===== src/rtl/miss_fill_seq.sv =====
module miss_fill_seq #(
  parameter int AW    = 32,
  parameter int DW    = 32,
  parameter int WORDS = 16,
  parameter int WAYS  = 8,
  parameter int SETS  = 32
) (
  input  logic                      clk,
  input  logic                      rst_n,
  input  logic                      req_valid,
  input  logic [AW-1:0]             req_addr,
  input  logic                      req_write,
  input  logic [DW-1:0]             req_wdata,
  input  logic [DW/8-1:0]           req_be,
  input  logic [$clog2(WAYS)-1:0]   victim_way,
  input  logic                      victim_valid,
  input  logic                      victim_dirty,
  input  logic [AW-$clog2(SETS)-$clog2(WORDS)-$clog2(DW/8)-1:0] victim_tag,
  input  logic [AW-1:0]             nc_base,
  input  logic [AW-1:0]             nc_limit,
  output logic                      busy,
  output logic                      rsp_valid,
  output logic [DW-1:0]             rsp_data,
  output logic [$clog2(SETS)-1:0]   arr_set,
  output logic [$clog2(WAYS)-1:0]   arr_way,
  output logic                      arr_rd_en,
  output logic [$clog2(WORDS)-1:0]  arr_rd_word,
  input  logic [DW-1:0]             arr_rd_data,
  output logic                      arr_wr_en,
  output logic [$clog2(WORDS)-1:0]  arr_wr_word,
  output logic [DW-1:0]             arr_wr_data,
  output logic                      tag_wr_en,
  output logic [AW-$clog2(SETS)-$clog2(WORDS)-$clog2(DW/8)-1:0] tag_wr_tag,
  output logic                      tag_wr_dirty,
  output logic                      mem_req_valid,
  input  logic                      mem_req_ready,
  output logic                      mem_req_write,
  output logic [AW-1:0]             mem_req_addr,
  output logic [DW-1:0]             mem_req_wdata,
  output logic [DW/8-1:0]           mem_req_be,
  input  logic                      mem_rsp_valid,
  input  logic [DW-1:0]             mem_rsp_data
);

  localparam int BEW  = DW / 8;
  localparam int OFFW = $clog2(BEW);
  localparam int WW   = $clog2(WORDS);
  localparam int SW   = $clog2(SETS);
  localparam int WYW  = $clog2(WAYS);
  localparam int TW   = AW - SW - WW - OFFW;
  localparam logic [WW-1:0] LAST = WW'(WORDS - 1);

  typedef enum logic [3:0] {
    S_IDLE, S_WB_RD, S_WB_LAT, S_WB_SEND, S_F_REQ, S_F_WAIT, S_TAG, S_U_REQ, S_U_WAIT
  } state_t;

  state_t          state;
  logic [AW-1:0]   addr_q;
  logic            wr_q;
  logic [DW-1:0]   wdata_q;
  logic [BEW-1:0]  be_q;
  logic [WYW-1:0]  way_q;
  logic [TW-1:0]   vtag_q;
  logic [WW-1:0]   cnt_q;
  logic [DW-1:0]   wb_buf;

  function automatic logic [DW-1:0] merge_bytes(input logic [DW-1:0] mem_w,
                                                input logic [DW-1:0] st_w,
                                                input logic [BEW-1:0] en);
    logic [DW-1:0] r;
    r = mem_w;
    for (int b = 0; b < BEW; b++)
      if (en[b]) r[8*b +: 8] = st_w[8*b +: 8];
    return r;
  endfunction

  logic [AW-1:0] req_al;
  logic          in_window;
  logic [TW-1:0] tag_q;
  logic [SW-1:0] set_q;
  logic [WW-1:0] crit_q;
  logic [WW-1:0] fill_word;

  assign req_al    = {req_addr[AW-1:OFFW], {OFFW{1'b0}}};
  assign in_window = (req_al >= nc_base) && (req_al < nc_limit);
  assign tag_q     = addr_q[AW-1 -: TW];
  assign set_q     = addr_q[OFFW+WW +: SW];
  assign crit_q    = addr_q[OFFW +: WW];
  assign fill_word = crit_q + cnt_q;

  assign busy         = (state != S_IDLE);
  assign arr_set      = set_q;
  assign arr_way      = way_q;
  assign arr_rd_en    = (state == S_WB_RD);
  assign arr_rd_word  = cnt_q;
  assign arr_wr_en    = (state == S_F_WAIT) && mem_rsp_valid;
  assign arr_wr_word  = fill_word;
  assign arr_wr_data  = (wr_q && cnt_q == '0) ? merge_bytes(mem_rsp_data, wdata_q, be_q)
                                              : mem_rsp_data;
  assign tag_wr_en    = (state == S_TAG);
  assign tag_wr_tag   = tag_q;
  assign tag_wr_dirty = wr_q;

  assign mem_req_valid = (state == S_WB_SEND) || (state == S_F_REQ) || (state == S_U_REQ);
  assign mem_req_write = (state == S_WB_SEND) || ((state == S_U_REQ) && wr_q);
  assign mem_req_wdata = (state == S_WB_SEND) ? wb_buf : wdata_q;
  assign mem_req_be    = (state == S_U_REQ && wr_q) ? be_q : {BEW{1'b1}};

  always_comb begin
    case (state)
      S_WB_SEND: mem_req_addr = {vtag_q, set_q, cnt_q, {OFFW{1'b0}}};
      S_F_REQ:   mem_req_addr = {tag_q, set_q, fill_word, {OFFW{1'b0}}};
      default:   mem_req_addr = addr_q;
    endcase
  end

  always_ff @(posedge clk or negedge rst_n) begin
    if (!rst_n) begin
      state     <= S_IDLE;
      addr_q    <= '0;
      wr_q      <= 1'b0;
      wdata_q   <= '0;
      be_q      <= '0;
      way_q     <= '0;
      vtag_q    <= '0;
      cnt_q     <= '0;
      wb_buf    <= '0;
      rsp_valid <= 1'b0;
      rsp_data  <= '0;
    end else begin
      rsp_valid <= 1'b0;
      case (state)
        S_IDLE: if (req_valid) begin
          addr_q  <= req_al;
          wr_q    <= req_write;
          wdata_q <= req_wdata;
          be_q    <= req_be;
          way_q   <= victim_way;
          vtag_q  <= victim_tag;
          cnt_q   <= '0;
          if (in_window)                        state <= S_U_REQ;
          else if (victim_valid && victim_dirty) state <= S_WB_RD;
          else                                  state <= S_F_REQ;
        end
        S_WB_RD:  state <= S_WB_LAT;
        S_WB_LAT: begin
          wb_buf <= arr_rd_data;
          state  <= S_WB_SEND;
        end
        S_WB_SEND: if (mem_req_ready) begin
          cnt_q <= cnt_q + 1'b1;
          state <= (cnt_q == LAST) ? S_F_REQ : S_WB_RD;
        end
        S_F_REQ: if (mem_req_ready) state <= S_F_WAIT;
        S_F_WAIT: if (mem_rsp_valid) begin
          if (cnt_q == '0) begin
            rsp_valid <= 1'b1;
            rsp_data  <= arr_wr_data;
          end
          cnt_q <= cnt_q + 1'b1;
          state <= (cnt_q == LAST) ? S_TAG : S_F_REQ;
        end
        S_TAG: state <= S_IDLE;
        S_U_REQ: if (mem_req_ready) begin
          if (wr_q) begin
            rsp_valid <= 1'b1;
            rsp_data  <= '0;
            state     <= S_IDLE;
          end else begin
            state <= S_U_WAIT;
          end
        end
        S_U_WAIT: if (mem_rsp_valid) begin
          rsp_valid <= 1'b1;
          rsp_data  <= mem_rsp_data;
          state     <= S_IDLE;
        end
        default: state <= S_IDLE;
      endcase
    end
  end

  logic          fill_started;
  logic          rsp_seen;
  logic          seen_fill;
  logic [WW-1:0] last_wr;
  logic [WW:0]   fills;

  always_ff @(posedge clk or negedge rst_n) begin
    if (!rst_n) begin
      fill_started <= 1'b0;
      rsp_seen     <= 1'b0;
      seen_fill    <= 1'b0;
      last_wr      <= '0;
      fills        <= '0;
    end else if (state == S_IDLE && req_valid) begin
      fill_started <= 1'b0;
      rsp_seen     <= 1'b0;
      seen_fill    <= 1'b0;
      fills        <= '0;
    end else begin
      if (mem_req_valid && mem_req_ready && !mem_req_write) fill_started <= 1'b1;
      if (rsp_valid) rsp_seen <= 1'b1;
      if (arr_wr_en) begin
        seen_fill <= 1'b1;
        last_wr   <= arr_wr_word;
        fills     <= fills + 1'b1;
      end
    end
  end

  assert_req_hold_R10: assert property (@(posedge clk) disable iff (!rst_n)
    mem_req_valid && !mem_req_ready |=> mem_req_valid && $stable(mem_req_addr)
      && $stable(mem_req_write) && $stable(mem_req_wdata));

  assert_tag_ends_busy_R2: assert property (@(posedge clk) disable iff (!rst_n)
    tag_wr_en |=> !busy);

  assert_fill_wraps_R5: assert property (@(posedge clk) disable iff (!rst_n)
    arr_wr_en && seen_fill |-> arr_wr_word == last_wr + 1'b1);

  assert_wb_before_fill_R3: assert property (@(posedge clk) disable iff (!rst_n)
    fill_started && mem_req_valid |-> !mem_req_write);

  assert_single_rsp_R6: assert property (@(posedge clk) disable iff (!rst_n)
    rsp_valid |-> !rsp_seen);

  assert_tag_after_full_R8: assert property (@(posedge clk) disable iff (!rst_n)
    tag_wr_en |-> fills == (WW+1)'(WORDS));

endmodule


===== config.mk =====
export PLATFORM = sky130hd
export DESIGN_NAME = miss_fill_seq
export DESIGN_NICKNAME = d
export VERILOG_FILES = /design/src/rtl/miss_fill_seq.sv
export SDC_FILE = /design/constraint.sdc
export NUM_CORES = 1
export LEC_CHECK = 0
export ABC_AREA = 1
export BUFFER_PORTS_ARGS = -buffer_cell sky130_fd_sc_hd__buf_4
export CELL_PAD_IN_SITES_DETAIL_PLACEMENT = 1
export CELL_PAD_IN_SITES_GLOBAL_PLACEMENT = 1
export CORE_MARGIN = 2
export CORE_UTILIZATION = 34
export CTS_CLUSTER_SIZE = 20
export DETAILED_ROUTE_END_ITERATION = 10
export PLACE_DENSITY_LB_ADDON = 0.12
export SLEW_MARGIN = 25
export SYNTH_ARGS = -nofsm -noshare
export SYNTH_HDL_FRONTEND = slang
export SYNTH_SLANG_ARGS = --single-unit
export TNS_END_PERCENT = 20

===== constraint.sdc =====
create_clock -name clk -period 2 [get_ports clk]
set_input_delay 0.3 -clock clk [delete_from_list [all_inputs] [get_ports clk]]
set_output_delay 0.3 -clock clk [all_outputs]
set_load 0.1 [all_outputs]

==> impl_metrics.ini, run 1 <==
[yosys]
synth_edf_count = 0
yosysUniqueCellTypes = 36
syn_area_um2 = 9901
avgSynthCellArea_um2 = 7.741
ys.flop_type = dfrtp_1
ys_warn_count = 0
synth-seq-cells = 164
ys_seq_area_share_pct = 41.45
syn_inst = 1279
synthArstFlopShare_pct = 100.0

[clocking]
htreeDepth = 4
clk_pin_slew_ns = 0.07
cts_tree = built
clockRootBuffer = clkbuf_16
clk_path_buf_depth = 2
numCtsBuffers = 17
clkSinkCount = 164
insertion_delay_ns = 0.43

[timing]
finalSetupViolations = 99
rsz0062_at_grt = yes
fmaxAchievable_mhz = 414.2
hold_violations = 0
setup_ws_ns = -0.4143
skew_ns = 0.009280
fin_setup_tns_ns = -25.73
slew_viol_final = 0
final.period_utilization_pct = 120.7
layout_min_cycle_time_ns = 2.414
timing.hold.ws_ns = 0.07475

[job]
maxCapViolations = 0

[setup_path]
cp_max_fo = 16
r2r_setup_slack_ns = -0.02
cpPeakStageDelay_ns = 0.51
critPathArrivalTime_ns = 2.11
crit_path_end = arr_wr_data[1]
crit_family = flip-flops
path_class = reg2out
crit_start = arr_rd_word[0]
r2r-end = rsp_data[21]
reg2reg_depth = 12
start_kind = flip-flop
cp_slowest_cell = dfrtp_4
r2r_start = arr_rd_word[0]
crit_required_ns = 1.70
path_buf_inv = 3
crit_chain = inv_4 > ha_4 > nand3_4 > nor2_4 > buf_12 > nand2_8 > o21ai_4 > buf_12
worstSetupPathDepth = 8
crit_top_cell = buf_12
crit_path_end_kind = output pin

[route]
wl_per_cell_um = 18.20
vias = 10190
vias_per_cell = 4.914
ant_nets = 0
routed_wl_mm = 37.74
dr.first_iter.drc_count = 498
drt_drc_violations_left = 0
first_pass_iters = 5

[finish]
post-route-util_pct = 55.66
nFillCells = 3362
final_cell_mix = buf_4, nand2_1, inv_1
fin_nets = 1969
fin_cells = 2074
final_common_cell = buf_4
syn_to_final_growth_pct = 61.35
drive_gt1_share_pct = 39.81

[floorplanning]
core_area_um2 = 28700
start_util_pct = 34.49
io_pins = 405
rows = 62
die_h_um = 174.6
die_area_um2 = 30500
die_w_um = 174.6

[global_routing]
grt_use_total_pct = 24.63
gr-total-overflow = 0
antenna_found_initial = 2
grt_pass1_vias = 10550
grt_max_degree = 73
grt_pass1_wl_mm = 58.47

[status]
failed_checks = negative setup slack
outcome = finished with violations

[placement]
portBuffers = 400
gp_congestion = 0.8512
dpl.cell_count = 2032
hpwl_mm = 28.74

[min_path]
hp-class = in2reg
hold_start = arr_rd_data[18]
-- synthesized netlist by cell type (3+ instances only) --
cell type    n  area share [%]
a21oi_1     24             1.2
a31oi_1     32             2.0
buf_2       15            0.76
buf_4       34             2.6
buf_6       11             1.3
clkbuf_1    35             1.3
dfrtp_1    164              41
ha_1        65             8.2
inv_1      169             6.4
inv_2        3            0.11
mux2_1      19             2.2
mux2_2      10             1.1
nand2_1    365              14
nand2_2      3            0.19
nand3_1     46             2.3
nand4_1     35             2.2
nor2_1      65             2.5
nor3_1       4            0.20
nor3_2       3            0.30
o21ai_0    114             5.8
o21ai_1     39             2.0
o221ai_1     4            0.35
xnor2_1      3            0.27
-- logic make-up after synthesis --
family / synth area share, %
buffers and inverters: 12.47
adder cells (fa/ha/maj): 8.417
multiplexers: 3.298
XOR/XNOR: 0.2654
other: 0.03788
AO/OA/AOI/OAI: 11.99
flip-flops: 41.45
AND/OR/NAND/NOR: 22.06
-- worst register-to-register path, delay by kind of cell, from the launching register on --
family	cells	cell delay, ns
and+or+nand+nor	5	0.60
DFF	1	0.51
buffers and inverters	4	0.50
AOI/OAI and AO/OA	2	0.16
adders and majority gates	1	0.13
-- layer usage --
layer  share of wire, %  GRT usage [%]  vias to the layer above  wire (um)
li1                   -              -                     4898          -
met2                 51          43.73                      323      19130
met1                 40          28.66                     4925      14940
met5                  0              0                        -          0
met4                2.7          7.326                        0       1015
met3                7.0          7.224                       46       2660
-- registers in the layout (all words and copies together) (netlist names) --
| register | flops |
|---|---|
| addr_q | 30 |
| arr_rd_word | 4 |
| arr_way | 3 |
| be_q | 4 |
| rsp_data | 32 |
| rsp_valid | 1 |
| state | 4 |
| tag_wr_dirty | 1 |
| vtag_q | 21 |
| wb_buf | 32 |
| wdata_q | 32 |
-- per-stage QoR --
step | setup slack, ns | area (um2)
3_3_place_gp | -0.08291 | 14250
5_1_grt | -0.4873 | 15980
3_5_place_dp | -0.09313 | 14250
4_1_cts | -0.4365 | 15820
2_1_floorplan | -0.5849 | 10700
6_report | -0.4143 | 15980
-- how the worst min path moves through the flow --
stage                     cells past startpoint  slack [ns]         end
after global routing                          3        0.06  wb_buf[19]
final                                         3        0.07  wb_buf[18]
after CTS                                     3        0.05   wb_buf[7]
after global placement                        1        0.26   addr_q[8]
after floorplan                               0       0.004  addr_q[10]
after detailed placement                      1        0.26   addr_q[9]
-- final cells by class --
class                   instances  area, um2  share of cell area (%)
diodes                          2      5.005                 0.03133
clock buffers                  19      452.9                   2.835
clock inverters                13      100.1                  0.6266
inverters                     172      655.6                   4.104
multi-input cells             848       5450                   34.12
flip-flops and latches        164       4119                   25.78
well taps                     384      480.5                   3.008
repair buffers                472       4712                   29.50
-- timing repair --
action | CTS | global route
gates cloned | 1 | 0
hold buffers | 1 | 0
resized for setup | 231 | 42
setup buffers | 4 | 2
endpoints found under the hold margin | 37 | 0
pin swaps | 6 | 7
setup endpoints to repair | 101 | 137
Power of run 1 is not shown: default switching activity piles up to over one toggle a cycle in this logic, so the estimate is an artifact.
==> run 2: changes to the inputs <==
CTS_CLUSTER_SIZE = 14   (was 20)
PLACE_DENSITY = 0.89   (was not set)
PLACE_DENSITY_LB_ADDON = not set   (was 0.12)
SETUP_SLACK_MARGIN = 0.15   (was not set)
==> run 2 against run 1 <==
  * The flow still finishes with violations (negative setup slack)
  * Register-to-register slack got worse by 0.34 ns
  * Via count increased by 19%
  * Global-route usage is 7.6 points higher
  * Critical path depth stayed put
  * Critical endpoint is now arr_wr_data[9]
==> impl_metrics.ini, run 2 (synthesized netlist as in run 1, its figures left out) <==
[status]
outcome = finished with violations
failed_checks = negative setup slack

[finish]
syn_to_final_growth_pct = 74.33
final_common_cell = buf_4
top_regs = rsp_data (32), wb_buf (32), wdata_q (32)
multi_input_area_um2 = 5931
final_cell_mix = buf_4, nand2_1, inv_1
nFillCells = 3179
fin_nets = 2003
drive_gt1_share_pct = 44.45
register_area_um2 = 4120

[timing]
final.period_utilization_pct = 128.2
slew_headroom_pct = 66.38
slew_viol_final = 0
fmaxAchievable_mhz = 390.1
skew_ns = 0.02122
setup_ws_ns = -0.5636
hold_violations = 0
layout_min_cycle_time_ns = 2.564
rsz0062_at_grt = yes
fin_setup_tns_ns = -53.66
worst_slew_pin_slew_ns = 0.5020
finalSetupViolations = 223

[setup_path]
crit_family = flip-flops
crit_start = arr_rd_word[1]
cpPeakStageDelay_ns = 0.52
cp_max_fo = 16
crit_required_ns = 1.70
r2r_start = state[2]
start_kind = flip-flop
path_buf_inv = 3
crit_top_cell = buf_12
crit_path_end_kind = output pin
path_class = reg2out
crit_chain = inv_6 > ha_4 > nand3_4 > nor2_4 > buf_12 > nand2_8 > o21ai_4 > buf_12
critPathArrivalTime_ns = 2.26
cp_slowest_cell = dfrtp_4

[clocking]
clkSinkCount = 164
clk_pin_slew_ns = 0.08
numCtsBuffers = 17
insertion_delay_ns = 0.45
clockRootBuffer = clkbuf_16
clk_path_buf_depth = 2
htreeDepth = 4
cts_tree = built

[global_routing]
grt_pass1_wl_mm = 74.96
grt_pass1_vias = 12590
antenna_found_initial = 5
gr-total-overflow = 0
grt_max_degree = 61
grt_use_total_pct = 32.21

[floorplanning]
start_util_pct = 34.49
io_pins = 405
core_area_um2 = 28700
rows = 62
die_w_um = 174.6
die_h_um = 174.6
die_area_um2 = 30500

[route]
first_pass_iters = 5
vias_per_cell = 5.767
ant_nets = 0
drt_drc_violations_left = 0
vias = 12160
dr.first_iter.drc_count = 1120
wl_per_cell_um = 28.00
routed_wl_mm = 59.06

[placement]
portBuffers = 400
hpwl_mm = 32.22
gp_congestion = 0.9191

[job]
maxCapViolations = 0

[min_path]
hp-class = in2reg
hold_start = arr_rd_data[27]
[run 2: changes by cell type in the layout (fill, tap and decap cells not counted), sizes merged]
cell	change
buf	+32
bufbuf	-1
bufinv	+2
clkbuf	+2
clkinvlp	-2
diode	+2
inv	-1
nand2	+1
[run 2: routing by layer]
metal,GRT usage (%),vias to the layer above,part of all wire [%],wire [um]
li1,-,4962,-,-
met1,32.84,5932,32,18940
met2,58.73,912,51,29870
met3,8.377,355,8.8,5224
met4,19.76,2,8.5,5003
met5,0,-,0.022,13
[run 2: final timing paths]
kind / depth (start not counted) / slack [ns] / to
setup / recovery: 8 / -0.56 / arr_wr_data[9]
hold / removal: 3 / 0.05 / wb_buf[27]
setup reg to reg: 11 / -0.36 / wdata_q[4]
hold reg to reg: 2 / 0.50 / wb_buf[25]
max in group asynchronous: 3 / 0.83 / wb_buf[7]
min in group asynchronous: 2 / 0.37 / wdata_q[10]
[run 2: timing repair]
item	4_1_cts	5_1_grt
hold buffers	1	0
setup endpoints to repair	212	266
cloned	7	5
pin swaps	28	22
setup buffers	15	23
gates resized for setup	305	176
endpoints found under the hold margin	34	0
[run 2: cell type report]
cell class              instances  share of cell area [%]
diodes                          4                 0.05799
clock buffers                  19                   2.508
clock inverters                12                  0.7466
inverters                     172                   3.885
multi-input cells             849                   34.36
flip-flops and latches        164                   23.87
well taps                     384                   2.784
repair buffers                505                   31.79
[run 2: tightest hold or removal path: stages]
cell	delay [ns]
buf_4	0.08
nand2_1	0.04
nand2_1	0.05
[run 2: through the flow]
stage	utilization, %	cells	hold slack (ns)	area [um2]	setup WS (ns)
after floorplan	-	1280	0.004409	10700	-0.5849
after global placement	49.24	2023	0.2293	14130	-0.09138
after detailed placement	49.24	2023	0.2308	14130	-0.1589
after CTS	56.69	2077	0.04741	16270	-0.4849
after global routing	60.14	2109	0.05528	17260	-0.6760
final	60.14	2109	0.05045	17260	-0.5636
Power of run 2 is left out for the same reason.
